`config.mk`:
```
export PLATFORM = sky130hd
export DESIGN_NAME = rsqrt_est
export DESIGN_NICKNAME = d
export VERILOG_FILES = /design/src/rtl/rsqrt_pkg.sv /design/src/rtl/rsqrt_classify.sv /design/src/rtl/rsqrt_rom.sv /design/src/rtl/rsqrt_est.sv
export SDC_FILE = /design/constraint.sdc
export NUM_CORES = 1
export LEC_CHECK = 0
export BUFFER_PORTS_ARGS = -buffer_cell sky130_fd_sc_hd__buf_2
export CORE_UTILIZATION = 25
export CTS_CLUSTER_DIAMETER = 150
export CTS_CLUSTER_SIZE = 28
export DETAILED_ROUTE_END_ITERATION = 10
export PLACE_DENSITY = 0.39
export SLEW_MARGIN = 15
export SYNTH_ARGS = -nofsm -noshare
export SYNTH_HDL_FRONTEND = slang
export SYNTH_SLANG_ARGS = --single-unit
```
`constraint.sdc`:
```
create_clock -name clk -period 2.4 [get_ports clk]
set_clock_uncertainty 0.2 [all_clocks]
set_input_delay 0.48 -clock clk [delete_from_list [all_inputs] [get_ports clk]]
set_output_delay 0.48 -clock clk [all_outputs]
set_load 0.02 [all_outputs]
```
`src/rtl/rsqrt_pkg.sv`:
```
package rsqrt_pkg;

  localparam int EXP_W      = 8;
  localparam int FRAC_W     = 23;
  localparam int WORD_W     = 1 + EXP_W + FRAC_W;
  localparam int LUT_FRAC_W = 7;
  localparam int LUT_ADDR_W = LUT_FRAC_W + 1;
  localparam int LUT_DEPTH  = 1 << LUT_ADDR_W;
  localparam int SIG_W      = 8;
  localparam int PAD_W      = FRAC_W - SIG_W;
  localparam int EXP_BIAS3  = 380;
  localparam int EXP_HUGE   = 253;

  localparam logic [WORD_W-1:0] POS_INF = 32'h7F80_0000;
  localparam logic [WORD_W-1:0] CAN_NAN = 32'h7FC0_0000;

  typedef enum logic [2:0] {
    CLS_NORM,
    CLS_ZERO,
    CLS_INF,
    CLS_PASS,
    CLS_QNAN
  } op_cls_e;

  // Rounded reciprocal root of the midpoint of table bin idx.
  // Bin midpoint in units of 1/D is (q + 0.5); s = round(256*sqrt(D/(q+0.5))).
  // s is the largest integer with (2s-1)^2 * (2q+1) <= 2^18 * 2 * D.
  function automatic logic [SIG_W-1:0] lut_entry(input int idx);
    longint den;
    longint lim;
    longint t;
    int     qv;
    bit     found;
    logic [SIG_W-1:0] res;
    res   = '0;
    found = 1'b0;
    qv    = (1 << LUT_FRAC_W) + (idx % (1 << LUT_FRAC_W));
    den   = longint'(2 * qv + 1);
    lim   = (idx >= (LUT_DEPTH / 2)) ? (longint'(1) <<< 28) : (longint'(1) <<< 27);
    for (int s = 511; s >= 256; s--) begin
      t = longint'(2 * s - 1);
      if (!found && (t * t * den <= lim)) begin
        res   = SIG_W'(s);
        found = 1'b1;
      end
    end
    return res;
  endfunction

endpackage

```
`src/rtl/rsqrt_classify.sv`:
```
module rsqrt_classify
  import rsqrt_pkg::*;
(
  input  logic [WORD_W-1:0]     op,
  output op_cls_e               cls,
  output logic [EXP_W-1:0]      res_exp,
  output logic [LUT_ADDR_W-1:0] lut_addr
);

  logic              sgn;
  logic [EXP_W-1:0]  ex;
  logic [FRAC_W-1:0] fr;
  logic [EXP_W:0]    diff;

  assign sgn = op[WORD_W-1];
  assign ex  = op[WORD_W-2:FRAC_W];
  assign fr  = op[FRAC_W-1:0];

  always_comb begin
    if ((ex == '1) && (fr != '0))
      cls = CLS_PASS;
    else if (int'(ex) >= EXP_HUGE)
      cls = CLS_ZERO;
    else if (ex == '0)
      cls = CLS_INF;
    else if (sgn)
      cls = CLS_QNAN;
    else
      cls = CLS_NORM;
  end

  assign diff     = (EXP_W+1)'(EXP_BIAS3) - {1'b0, ex};
  assign res_exp  = diff[EXP_W:1];
  assign lut_addr = {ex[0], fr[FRAC_W-1 -: LUT_FRAC_W]};

endmodule

```
`src/rtl/rsqrt_rom.sv`:
```
module rsqrt_rom
  import rsqrt_pkg::*;
#(
  parameter int ADDR_W = LUT_ADDR_W,
  parameter int DATA_W = SIG_W,
  localparam int DEPTH = 1 << ADDR_W
) (
  input  logic              clk,
  input  logic              rd_en,
  input  logic [ADDR_W-1:0] addr,
  output logic [DATA_W-1:0] q
);

  logic [DATA_W-1:0] mem [DEPTH];

  initial begin
    for (int i = 0; i < DEPTH; i++) mem[i] = DATA_W'(lut_entry(i));
  end

  always_ff @(posedge clk) begin
    if (rd_en) q <= mem[addr];
  end

endmodule

```
`src/rtl/rsqrt_est.sv`:
```
module rsqrt_est
  import rsqrt_pkg::*;
(
  input  logic        clk,
  input  logic        rst,
  input  logic        in_valid,
  input  logic [31:0] in_op,
  output logic        out_valid,
  output logic [31:0] out_res
);

  op_cls_e               cls_c;
  logic [EXP_W-1:0]      exp_c;
  logic [LUT_ADDR_W-1:0] addr_c;

  rsqrt_classify u_cls (
    .op      (in_op),
    .cls     (cls_c),
    .res_exp (exp_c),
    .lut_addr(addr_c)
  );

  logic [SIG_W-1:0] sig_q;

  rsqrt_rom #(
    .ADDR_W(LUT_ADDR_W),
    .DATA_W(SIG_W)
  ) u_rom (
    .clk  (clk),
    .rd_en(in_valid),
    .addr (addr_c),
    .q    (sig_q)
  );

  logic              v1;
  op_cls_e           cls1;
  logic [EXP_W-1:0]  exp1;
  logic [WORD_W-1:0] op1;

  always_ff @(posedge clk) begin
    if (rst) begin
      v1   <= 1'b0;
      cls1 <= CLS_ZERO;
      exp1 <= '0;
      op1  <= '0;
    end else begin
      v1 <= in_valid;
      if (in_valid) begin
        cls1 <= cls_c;
        exp1 <= exp_c;
        op1  <= in_op;
      end
    end
  end

  logic [WORD_W-1:0] res_c;

  always_comb begin
    unique case (cls1)
      CLS_NORM: res_c = {1'b0, exp1, sig_q, {PAD_W{1'b0}}};
      CLS_INF:  res_c = POS_INF;
      CLS_QNAN: res_c = CAN_NAN;
      CLS_PASS: res_c = op1;
      default:  res_c = '0;
    endcase
  end

  always_ff @(posedge clk) begin
    if (rst) begin
      out_valid <= 1'b0;
      out_res   <= '0;
    end else begin
      out_valid <= v1;
      if (v1) out_res <= res_c;
    end
  end

endmodule

```
# == Word-level counts from Yosys, hierarchy flattened ==
# Memories as Yosys holds them, arrays and structs flattened. A register that Yosys moved wholly into a read port is not among the register bits.
# Index checks and enable logic that the tools add are counted.
# op_classes
n_shift,0
mux,5
bitwise,0
order_cmp,1
div,0
n_addsub,1
mul,0
reduce_logical,4
n_eq_ne,4
# ops
cell,n
$pmux 32 s4,1
$reduce_bool 23->1,1
$mux 3,4
$sub 9x8->9 const A,1
$eq 8x8->1 const B,1
$ge 8x8->1 const B,1
$logic_not 8->1,1
$eq 3x2->1 const B,2
$eq 3x3->1 const B,1
$logic_not 3->1,1
$logic_and 1x1->1,1
# totals
word_cells,22
register_bits,77
ram_bits,0
input_bits,35
memories,1
latchBits,0
mem_bits_ro,2048
output_inout_bits,33
# memory_table
memory,words,width,rd,rd_clocked_by_memory_dff,write_ports,line,rtl
u_rom.mem,256,8,1,1,0,rsqrt_rom.sv:14,logic [DATA_W-1:0] mem [DEPTH];

# == Longest topological paths before layout ==
# depth
ltp_word,4
mapped_depth,10
mapped_depth_nobuf,8

# == Modules after synthesis ==
# Synthesis repeated with hierarchy kept, for this count alone.
# hier_totals
cells_unflattened,636
hier_area_um2,5337.6
# by_module_without_submodules
module,area_each_um2,cells_each,instances,seq_area_each_um2
rsqrt_est,2811.4,266,1,1541.5
rsqrt_rom,2197.1,322,1,240.2
rsqrt_classify,329.1,48,1,0.0

# == Worst setup path after synthesis ==
# No wires, ideal clock.
# synth_path
path_type,input -> register
startpoint,input port in_op[17]
endpoint,"register u_rom.q[0] (read register of u_rom.mem), data pin"
n_path_buf,1
path_stages,8
required_ns,1.939
arrival_time_ns,2.056
path_slack_ns,-0.116
setup_ns,0.261
path_cell_list,inv_1 -> ha_1 -> clkbuf_1 -> a211oi_1 -> nor3b_1 -> a211oi_1 -> a21oi_1 -> o311a_1
# synth_rtl
element,line,rtl
start: declaration,rsqrt_est.sv:7,"input logic [31:0] in_op,"
end: declaration,rsqrt_rom.sv:11,output logic [DATA_W-1:0] q

==> results.md <==
- Flip-flop and latch count after synthesis: 85
- CP Launch Type: input pin
- Initial antenna violation count: 0
- Largest fanout on the critical path: 8
- Hold Crit Class: input pin to flip-flop
- Synth area leader: dfxtp_1
- Post-synthesis simple-gate area fraction: 22.3%
- Footprint of the multi-input gates: 3390 µm²
- CTS tree: yes
- Die H: 150 µm
- Post-synthesis cell type count: 69
- Final HPWL from detailed placement: 13,300 µm
- Post-synth EDFFs: 8
- Most used cell, CP: buf_4
- Post-synthesis cell count: 687
- Row count: 53
- Clock Sinks: 85
- Seq/Total Area, Yosys: 32.4%
- Dominant register cell in the synthesized netlist: dfxtp_1
- DRT Pass-1 Iters: 5
- Avg Vias per Cell: 5.01
- Area of the core: 21,300 µm²
- Top cells by area, synth: dfxtp_1, mux2i_1, nor2_1
- Filler Cells Inserted: 2,236
- Commonest non-fill, non-tap cells in the layout: nor2_1, buf_4, dfxtp_1, buf_2, a21oi_1
- Max_slew headroom: 60.3%
- Share of the synthesized area in the top cell type: 28.0%
- Synth async-reset ratio: 0%
- Final slew viol count: 0
- Critical Path AT: 2.21 ns
- Final WL: 18,200 µm
- Measured slew at the worst slew-check pin: 0.595 ns
- Die ar.: 22,600 µm²
- Unrepaired setup endpoints after global routing: yes
- H-tree depth: 3
- Lkg Pwr: 3.04 nW
- Ratio of cells with drive above 1 in the final layout: 25.9%
- Post-synthesis xor/xnor area fraction: 1.27%
- GRT Util Overall: 16.4%
- Largest family of logic cells by synthesized area: compound AO/OA/AOI/OAI gates
- Setup violators final: 0
- Drt initial violations: 284
- Final hold violation count: 0
- Slowest-stage cell, CP: ha_4
- Drt drc: 0
- Crit path cell chain: buf_2 -> inv_1 -> ha_4 -> buf_4 -> buf_4 -> nand2b_1 -> and3_1 -> a31oi_1 -> a22oi_1 -> nand4_1 -> o311a_1
- GR Overflow Total: 0
- CTS buffer count: 9
- Number of global-route vias before repair: 5,405
- Mapped Area: 5500 µm²
- CP required: 2.29 ns
- Multiplexer share of the synthesized area: 9.91%
- Max rail drop VDD: 268 µV
- Initial Util: 25.9%
- CTS clock-pin slew for the worst setup and hold paths: 0.06 ns
- Clock Path Buffers: 2
- Max Freq: 430 MHz
- # diodes: 0
- Final #Nets: 853
- Final period utilization: 96.8%
- Crit path time final: 2.32 ns
- Pin count of the biggest net entering global routing: 48
- Instance area at placement: 6740 µm²
- Chip width: 150 µm
- Via count: 5,419
- Syn_nets: 738
- Max-Cap Viols: 0
- # hold bufs at CTS: 0
- PwrDens: 535 nW/µm²
- Critical Path Max Stage Delay: 0.28 ns
- Total power: 3.80 mW
- Syn avg cell area: 8.01 µm²
- Status: finished clean
- Synth warn: 0
- Area fraction in compound gates after synthesis: 23.2%
- Syn-to-layout area delta: 29.2%
- Most common cell after layout, fill and taps aside: nor2_1
- Register Area: 1780 µm²
- Worst setup path class: input pin to flip-flop
- # IOs: 68
- Worst setup EP type: flip-flop
- Gp weighted congestion: 0.855
- CTS Root Cell: clkbuf_16
- Latest clock arrival within the worst-skew pair: 0.34 ns
- Routed Antenna Nets: 0
- Design Area, Final: 7110 µm²
- Adder-cell share of the synthesized area: 3.64%
- First-pass GRT wire length: 29,000 µm
- Number of port buffers: 67
- DR WL/cell: 16.9 µm
==> cells in the mapped netlist (4+ instances only) <==
cell,n
nor3b_1,4
xor2_1,5
o22ai_1,5
buf_4,4
mux2i_1,50
dfxtp_1,77
a2111oi_0,4
a211oi_1,14
nand2_1,42
a22o_1,7
a311oi_1,9
o211ai_1,5
nor3_1,9
nand3_1,6
nand4_1,4
a22oi_1,4
or3_1,5
edfxtp_1,8
nor2_1,103
nand2b_1,12
nor2b_1,39
clkbuf_1,30
a21oi_1,65
buf_6,7
nor4_1,7
inv_1,9
ha_1,16
o21ai_0,36
buf_2,22
o2111ai_1,4
a31oi_1,8
==> area by class of cell <==
type                            instances  area share, %
Clock buffer                           10           3.36
Clock inverter                          5          0.810
Inverter                               12          0.686
Multi-Input combinational cell        523           47.7
Sequential cell                        85           25.1
Tap cell                              275           4.84
Timing Repair Buffer                  171           17.5
==> sequential cells by signal (all words and copies together) (netlist names) <==
signal / count
out_res: 32
exp1: 8
v1: 1
out_valid: 1
cls1: 3
u_rom.q: 8
op1: 32
==> critical path, delay by kind of cell <==
kind	cells	cell delay [ns]
buffers and inverters	4	0.61
adders and majority gates	1	0.28
and+or+nand+nor	3	0.40
AOI/OAI and AO/OA	3	0.43
==> final timing paths <==
check / from / endpoint / slack (ns) / cells past startpoint
worst max-delay path: in_op[16] / u_rom.q[0] / 0.08 / 11
worst max register to register: cls1[1] / out_res[14] / 0.61 / 5
worst min-delay path: rst / op1[31] / 0.20 / 2
worst min register to register: op1[31] / op1[31] / 0.28 / 2
==> routing by layer <==
| metal | vias to the layer above | GRT usage, % | share of wire [%] |
|---|---|---|---|
| li1 | 2690 | - | - |
| met1 | 2573 | 22.7 | 49 |
| met2 | 137 | 26.2 | 45 |
| met3 | 19 | 1.88 | 4.3 |
| met4 | 0 | 5.81 | 1.6 |
| met5 | - | 0 | 0 |
==> repair_timing <==
action / 4_1_cts / 5_1_grt
setup buffers: 0 / 1
pin swaps: 0 / 3
endpoints found under the setup margin: 1 / 5
resized for setup: 1 / 13
==> report_power, final <==
part           switching [mW]  internal, mW  total [mW]  leakage, nW
Clock                   0.559         0.832        1.39        0.149
Sequential             0.0454          1.51        1.55        0.709
Combinational           0.473         0.385       0.858         2.18
Total                    1.08          2.72        3.80         3.04
==> cells by family after synthesis <==
family | count (synthesis)
compound gates | 196
flops | 85
fa+ha+maj | 16
xor+xnor | 8
mux | 53
buf+inv | 79
simple gates | 250
==> through the flow <==
| step | setup TNS (ns) | hold WS, ns | instances | setup slack (ns) | utilization (%) |
|---|---|---|---|---|---|
| 2_1_floorplan | -0.00945 | 0.250 | 687 | -0.00945 | - |
| 3_3_place_gp | -1.87 | 0.262 | 1065 | -0.349 | 31.7 |
| 3_5_place_dp | -2.13 | 0.269 | 1065 | -0.402 | 31.7 |
| 4_1_cts | 0 | 0.187 | 1080 | 0.0513 | 33.1 |
| 5_1_grt | -0.0148 | 0.206 | 1081 | -0.0122 | 33.4 |
| 6_report | 0 | 0.197 | 1081 | 0.0768 | 33.4 |
Note: power is estimated with default switching activity, not from simulation.
